File: src/rtl/irq_line_pkg.sv
package irq_line_pkg;
  typedef struct packed {
    logic issue;
    logic loadMask;
    logic loadVector;
  } ctrlStrobes_t;

  localparam logic [31:0] CMD_TAG = 32'h0000_4800;
endpackage

File: src/rtl/irq_line_sync.sv
module irq_line_sync #(
  parameter int STAGES = 2
) (
  input  logic clk,
  input  logic rstN,
  input  logic lineIn,
  output logic lineOut
);
  logic [STAGES-1:0] chain;

  for (genvar i = 0; i < STAGES; i++) begin : g_stage
    if (i == 0) begin : g_first
      always_ff @(posedge clk) begin
        if (!rstN) chain[0] <= 1'b0;
        else       chain[0] <= lineIn;
      end
    end else begin : g_next
      always_ff @(posedge clk) begin
        if (!rstN) chain[i] <= 1'b0;
        else       chain[i] <= chain[i-1];
      end
    end
  end

  assign lineOut = chain[STAGES-1];
endmodule

File: src/rtl/irq_line_ctrl.sv
module irq_line_ctrl
  import irq_line_pkg::*;
(
  input  logic         clk,
  input  logic         rstN,
  input  logic         syncLine,
  input  logic         cfgModeWe,
  input  logic         cfgLevel,
  input  logic         cfgPolarity,
  input  logic         cfgEnableWe,
  input  logic         cfgEnable,
  input  logic         cfgMaskWe,
  input  logic         cfgVectorWe,
  input  logic         eoiStrobe,
  output ctrlStrobes_t strobes,
  output logic         pendingFlag,
  output logic         enableFlag
);
  logic levelMode;
  logic polarity;
  logic lastLevel;
  logic lineActive;
  logic kick;
  logic pendKept;

  always_comb begin
    if (levelMode)     lineActive = (syncLine == polarity);
    else if (polarity) lineActive = syncLine & ~lastLevel;
    else               lineActive = ~syncLine & lastLevel;
  end

  assign kick     = enableFlag & lineActive;
  assign pendKept = pendingFlag & ~eoiStrobe;

  always_comb begin
    strobes            = '0;
    strobes.issue      = kick & ~pendKept;
    strobes.loadMask   = cfgMaskWe;
    strobes.loadVector = cfgVectorWe;
  end

  always_ff @(posedge clk) begin
    if (!rstN) begin
      levelMode   <= 1'b0;
      polarity    <= 1'b0;
      enableFlag  <= 1'b0;
      pendingFlag <= 1'b0;
      lastLevel   <= 1'b0;
    end else begin
      lastLevel   <= syncLine;
      pendingFlag <= pendKept | kick;
      if (cfgModeWe) begin
        levelMode <= cfgLevel;
        polarity  <= cfgPolarity;
      end
      if (cfgEnableWe) enableFlag <= cfgEnable;
    end
  end
endmodule

File: src/rtl/irq_line_datapath.sv
module irq_line_datapath
  import irq_line_pkg::*;
#(
  parameter int CPU_W = 8,
  parameter int VEC_W = 8
) (
  input  logic             clk,
  input  logic             rstN,
  input  ctrlStrobes_t     strobes,
  input  logic [CPU_W-1:0] cfgCpuMask,
  input  logic [VEC_W-1:0] cfgVector,
  output logic             reqValid,
  output logic [31:0]      reqHigh,
  output logic [31:0]      reqLow
);
  localparam int HIGH_PAD = 32 - CPU_W;
  localparam int LOW_PAD  = 32 - VEC_W;
  localparam logic [CPU_W-1:0] MASK_RESET = CPU_W'(1);

  logic [CPU_W-1:0] cpuMask;
  logic [VEC_W-1:0] vectorReg;
  logic             maskLive;

  assign maskLive = |cpuMask;

  always_ff @(posedge clk) begin
    if (!rstN) begin
      cpuMask   <= MASK_RESET;
      vectorReg <= '0;
      reqValid  <= 1'b0;
      reqHigh   <= '0;
      reqLow    <= '0;
    end else begin
      if (strobes.loadMask)   cpuMask   <= cfgCpuMask;
      if (strobes.loadVector) vectorReg <= cfgVector;
      reqValid <= strobes.issue & maskLive;
      if (strobes.issue && maskLive) begin
        reqHigh <= {cpuMask, {HIGH_PAD{1'b0}}};
        reqLow  <= {{LOW_PAD{1'b0}}, vectorReg} | CMD_TAG;
      end
    end
  end
endmodule

File: src/rtl/irq_line_trigger.sv
module irq_line_trigger
  import irq_line_pkg::*;
#(
  parameter int CPU_W       = 8,
  parameter int VEC_W       = 8,
  parameter int SYNC_STAGES = 2
) (
  input  logic             clk,
  input  logic             rstN,
  input  logic             lineIn,
  input  logic             cfgModeWe,
  input  logic             cfgLevel,
  input  logic             cfgPolarity,
  input  logic             cfgEnableWe,
  input  logic             cfgEnable,
  input  logic             cfgMaskWe,
  input  logic [CPU_W-1:0] cfgCpuMask,
  input  logic             cfgVectorWe,
  input  logic [VEC_W-1:0] cfgVector,
  input  logic             eoiStrobe,
  output logic             reqValid,
  output logic [31:0]      reqHigh,
  output logic [31:0]      reqLow
);
  logic         syncLine;
  ctrlStrobes_t strobes;
  logic         pendingFlag;
  logic         enableFlag;

  irq_line_sync #(.STAGES(SYNC_STAGES)) sync_i (
    .clk(clk), .rstN(rstN), .lineIn(lineIn), .lineOut(syncLine)
  );

  irq_line_ctrl ctrl_i (
    .clk(clk), .rstN(rstN), .syncLine(syncLine),
    .cfgModeWe(cfgModeWe), .cfgLevel(cfgLevel), .cfgPolarity(cfgPolarity),
    .cfgEnableWe(cfgEnableWe), .cfgEnable(cfgEnable),
    .cfgMaskWe(cfgMaskWe), .cfgVectorWe(cfgVectorWe),
    .eoiStrobe(eoiStrobe), .strobes(strobes),
    .pendingFlag(pendingFlag), .enableFlag(enableFlag)
  );

  irq_line_datapath #(.CPU_W(CPU_W), .VEC_W(VEC_W)) dp_i (
    .clk(clk), .rstN(rstN), .strobes(strobes),
    .cfgCpuMask(cfgCpuMask), .cfgVector(cfgVector),
    .reqValid(reqValid), .reqHigh(reqHigh), .reqLow(reqLow)
  );
endmodule

File: config.mk
export PLATFORM = sky130hd
export DESIGN_NAME = irq_line_trigger
export DESIGN_NICKNAME = d
export VERILOG_FILES = /design/src/rtl/irq_line_pkg.sv /design/src/rtl/irq_line_sync.sv /design/src/rtl/irq_line_ctrl.sv /design/src/rtl/irq_line_datapath.sv /design/src/rtl/irq_line_trigger.sv
export SDC_FILE = /design/constraint.sdc
export NUM_CORES = 1
export LEC_CHECK = 0
export CAP_MARGIN = 10
export CORE_MARGIN = 3
export CORE_UTILIZATION = 46
export CTS_CLUSTER_SIZE = 25
export DETAILED_ROUTE_END_ITERATION = 16
export DONT_BUFFER_PORTS = 1
export PLACE_DENSITY = 0.73
export SLEW_MARGIN = 20
export SYNTH_ARGS = -nofsm -noshare
export SYNTH_HDL_FRONTEND = slang
export SYNTH_HIERARCHICAL = 1
export SYNTH_SLANG_ARGS = --single-unit
File: constraint.sdc
create_clock -name clk -period 1.7 [get_ports clk]
set_input_delay 0.34 -clock clk [delete_from_list [all_inputs] [get_ports clk]]
set_output_delay 0.34 -clock clk [all_outputs]
set_load 0.03 [all_outputs]
; ---- Word-level counts from Yosys, hierarchy flattened
; Cells that the tools add are included.
[word_totals]
out_inout_bits = 65
mem_bits_ro = 0
wordCells = 28
ram_bits = 0
n_memories = 0
in_bits = 27
latchBits = 0
ff_bits = 41
[op_classes]
mux = 2
reduce_logical = 2
bitwise_logic = 11
n_mul = 0
div_mod_pow = 0
shifts = 0
order_cmp = 0
eq_ne = 1
add_sub_neg = 0
[op_table]
columns = op, count
row1 = $reduce_or A8 Y1, 1
row2 = $and A1 B1 Y1, 6
row3 = $not A1 Y1, 4
row4 = $mux W1, 2
row5 = $eq A1 B1 Y1, 1
row6 = $logic_and A1 B1 Y1, 1
row7 = $or A1 B1 Y1, 1

; ---- Depth between registers and ports, before layout
[logic_depth]
word_depth = 7
ltp_mapped = 7
depth_no_buf = 5

; ---- Cells and area by module
; Netlist, hierarchy kept.
[modules_own_cells]
columns = mod, area_each_um2, seq_area_each_um2, cells_per_inst, instances
row1 = irq_line_datapath, 1722.9, 680.7, 175, 1
row2 = irq_line_ctrl, 225.2, 100.1, 24, 1
row3 = irq_line_sync, 52.6, 40.0, 4, 1

; ---- Least setup slack after synthesis
; No wires, ideal clock.
[synth_path]
path_type = reg2reg
from = register sync_i.chain[1] (netlist: sync_i/lineOut)
to = register dp_i.reqLow[0]
period_less_slack_ns = 1.511
path_buffers = 2
t_arrival_ns = 1.440
required_ns = 1.628
path_stages_with_launch = 8
setup_ns = 0.072
slack_ns = 0.189
cell_sequence = dfxtp_1 -> o21bai_1 -> o22a_1 -> nor2_1 -> buf_2 -> a21boi_2 -> buf_6 -> mux2i_1
[synth_rtl]
columns = element, line
row1 = start: declaration, irq_line_sync.sv:9  ; logic [STAGES-1:0] chain;
row2 = start signal: indexed assignment, irq_line_sync.sv:20  ; else chain[i] <= chain[i-1];
row3 = end signal: assignment, irq_line_datapath.sv:39  ; reqLow <= {{LOW_PAD{1'b0}}, vectorReg} | CMD_TAG;
row4 = end: declaration, irq_line_datapath.sv:14  ; output logic [31:0] reqLow

==> results.md <==
- Status: finished clean
- CTS sink cnt: 41
- First drt pass iteration count: 4
- Setup Slack @ Placement: 0.2232 ns
- Post-synth top area share: 41.03%
- Vias per cell: 4.415
- Buffers on Ports: 0
- Setup bufs post-CTS: 0
- Cell Chain, Critical Path: o21bai_1 -> o22a_1 -> nor2_1 -> a21boi_2 -> buf_4 -> mux2i_1
- Mapped Cells: 203
- Pwr/cell area: 956.0 nW/µm²
- Final #Nets: 229
- DRT Wirelength: 3101 µm
- Delay-heaviest family, CP: compound AO/OA/AOI/OAI gates
- Final setup violation count: 0
- Synth unique cells: 23
- Post-synthesis cell area: 2001 µm²
- Crit start category: register
- RSZ-0062 raised after global routing: false
- Critical path arrival: 1.69 ns
- Final Hold Fails: 0
- CTS Buffer Depth: 2
- Syn Area/Cell: 9.856 µm²
- Total GRT Usage: 11.96%
- Crit end category: register
- DRT iter0 DRCs: 55
- WP buf/inv: 1
- Layout cells sized above 1: 6.404%
- Area grow syn2layout: -3.252%
- CTS Buf Count: 5
- Synth cell count leaders: buf_4, dfxtp_1, mux2i_1, nand2_1, nor2b_1
- Most used DFF post-synth: dfxtp_1
- Combinational share of power: 12.7%
- Ys async rst share: 0%
- Sequential power share: 55.8%
- Number of synthesized flops with an enable pin: 0
- Post-layout minimum cycle time: 1.487 ns
- Largest net degree at the start of global routing: 51
- IO Count: 92
- CP max stage delay: 0.31 ns
- Antenna cells: 0
- Most frequent cell after synthesis: buf_4
- Die ar.: 5177 µm²
- GRT overflow: 0
- Vias in the first global route: 1,013
- Area leader, netlist: dfxtp_1
- DP Area: 1856 µm²
- Initial antenna violation count: 0
- Pwr Total: 1.850 mW
- Initial Util: 48.96%
- Cts hold-fix bufs: 0
- Setup TNS: 0 ns
- Clk Latency, worst-skew pair: 0.28 ns
- Max cap viols: 0
- Relative slew slack: 58.25%
- Vias post-DR: 1,117
- DRC Markers: 0
- Worst-margin pin slew: 0.6255 ns
- First-pass GRT wire length: 4671 µm
- H-tree depth: 2
- Critical path depth in cells: 6
- Root Buffer: clkbuf_8
- Worst Setup Path Type: reg -> reg
- Final core utilization: 47.37%
- Die X: 71.95 µm
- CP max FO: 10
- Pleak: 0.7824 nW
- Reg2Reg Depth: 6
- Final worst slack: 0.2133 ns
- Hold Path Stages: 1
- Post-DP HPWL: 2310 µm
- Final ANT Viol Nets: 0
- Hold Crit Class: in -> reg
- Peak VDD IR: 0.6365 mV
- Placer Congestion: 0.6267
- Total core area: 4086 µm²
- Switching power share of the total: 27.10%
- Req. time, crit path: 1.90 ns
- NetSw: 501.4 µW
- Final Cell Area: 1936 µm²
- Die Ht: 71.95 µm
- Max Freq: 672.6 MHz
- Clk slew on worst S/H paths: 0.07 ns
- P_int: 1.349 mW
- Std-Cell Rows: 23
- Crit share post-route: 87.46%
- Top cells by area, synth: dfxtp_1, buf_4, mux2i_1
- Max Transition Viols Final: 0
- CTS tree: built
- Clk pwr share: 31.6%
- Sequential element share of the synthesized area: 41.03%
- Crit-path slowest cell: dfxtp_1
- YS warnings: 6
- Skew final: 0.005283 ns
- Yosys reg bits: 41
- CTS resizes: 0
- Drt wl/cell: 12.26 µm
-- flip-flops by register name (all words and copies together) (netlist names) --
name,cells
dp_i/reqHigh,8
ctrl_i/enableFlag,1
ctrl_i/pendingFlag,1
dp_i/reqValid,1
dp_i/cpuMask,8
ctrl_i/lastLevel,1
dp_i/reqLow,9
ctrl_i/levelMode,1
dp_i/vectorReg,8
sync_i/chain,1
sync_i/lineOut,1
ctrl_i/polarity,1
-- power by group through the flow --
stage | combinational, mW | clock [mW] | sequential (mW)
2_1_floorplan | 0.321 | 0 | 1.05
3_3_place_gp | 0.230 | 0 | 1.05
3_5_place_dp | 0.234 | 0 | 1.05
4_1_cts | 0.234 | 0.614 | 1.03
5_1_grt | 0.252 | 0.654 | 1.04
6_report | 0.234 | 0.584 | 1.03
-- path summary, 6_finish.rpt --
path	start	to	slack (ns)
worst max-delay path	sync_i/lineOut	dp_i/reqLow[2]	0.21
worst min-delay path	rstN	dp_i/cpuMask[0]	0.13
worst max register to register	sync_i/lineOut	dp_i/reqLow[2]	0.21
worst min register to register	sync_i/chain[0]	sync_i/lineOut	0.44
-- logic make-up (layout without fill, tap and decap cells) --
family	count (synthesis)	after routing	share of synthesized area, %
DFF	41	41	41.03
AOI/OAI and AO/OA	14	14	5.253
and+or+nand+nor	54	54	15.51
other	1	46	0.1874
buffers and inverters	58	13	20.51
muxes	35	35	17.51
-- metrics by stage --
| stage | cells | hold slack (ns) |
|---|---|---|
| 2_1_floorplan | 248 | 0.4118 |
| 3_3_place_gp | 245 | 0.4093 |
| 3_5_place_dp | 245 | 0.4129 |
| 4_1_cts | 253 | 0.1103 |
| 5_1_grt | 253 | 0.1224 |
| 6_report | 253 | 0.1312 |
-- layer usage --
layer / vias up / GRT usage, % / share of wire (%)
li1: 571 / - / -
met1: 489 / 12.98 / 37
met2: 52 / 19.29 / 49
met3: 5 / 4.986 / 11
met4: 0 / 7.516 / 1.9
met5: - / 0 / 0
-- layout by cell type, fill, tap and decap left out, drive strengths merged --
master / n
nor2: 1
nor2b: 19
nand3b: 1
mux2i: 35
and2: 4
inv: 1
conb: 46
o21a: 1
nand3: 8
a21boi: 9
buf: 4
o21ai: 2
o22a: 1
dfxtp: 41
o21bai: 1
nand2: 19
nor4: 2
clkbuf: 8
-- final cells by class --
| class | instances | area (µm²) |
|---|---|---|
| Timing Repair Buffer | 4 | 30.03 |
| Inverter | 1 | 3.754 |
| Multi-Input combinational cell | 149 | 938.4 |
| Fill cell | 415 | 2151 |
| Tap cell | 50 | 62.56 |
| Clock buffer | 8 | 80.08 |
| Sequential cell | 41 | 820.8 |
(Power assumes the default switching activity.)
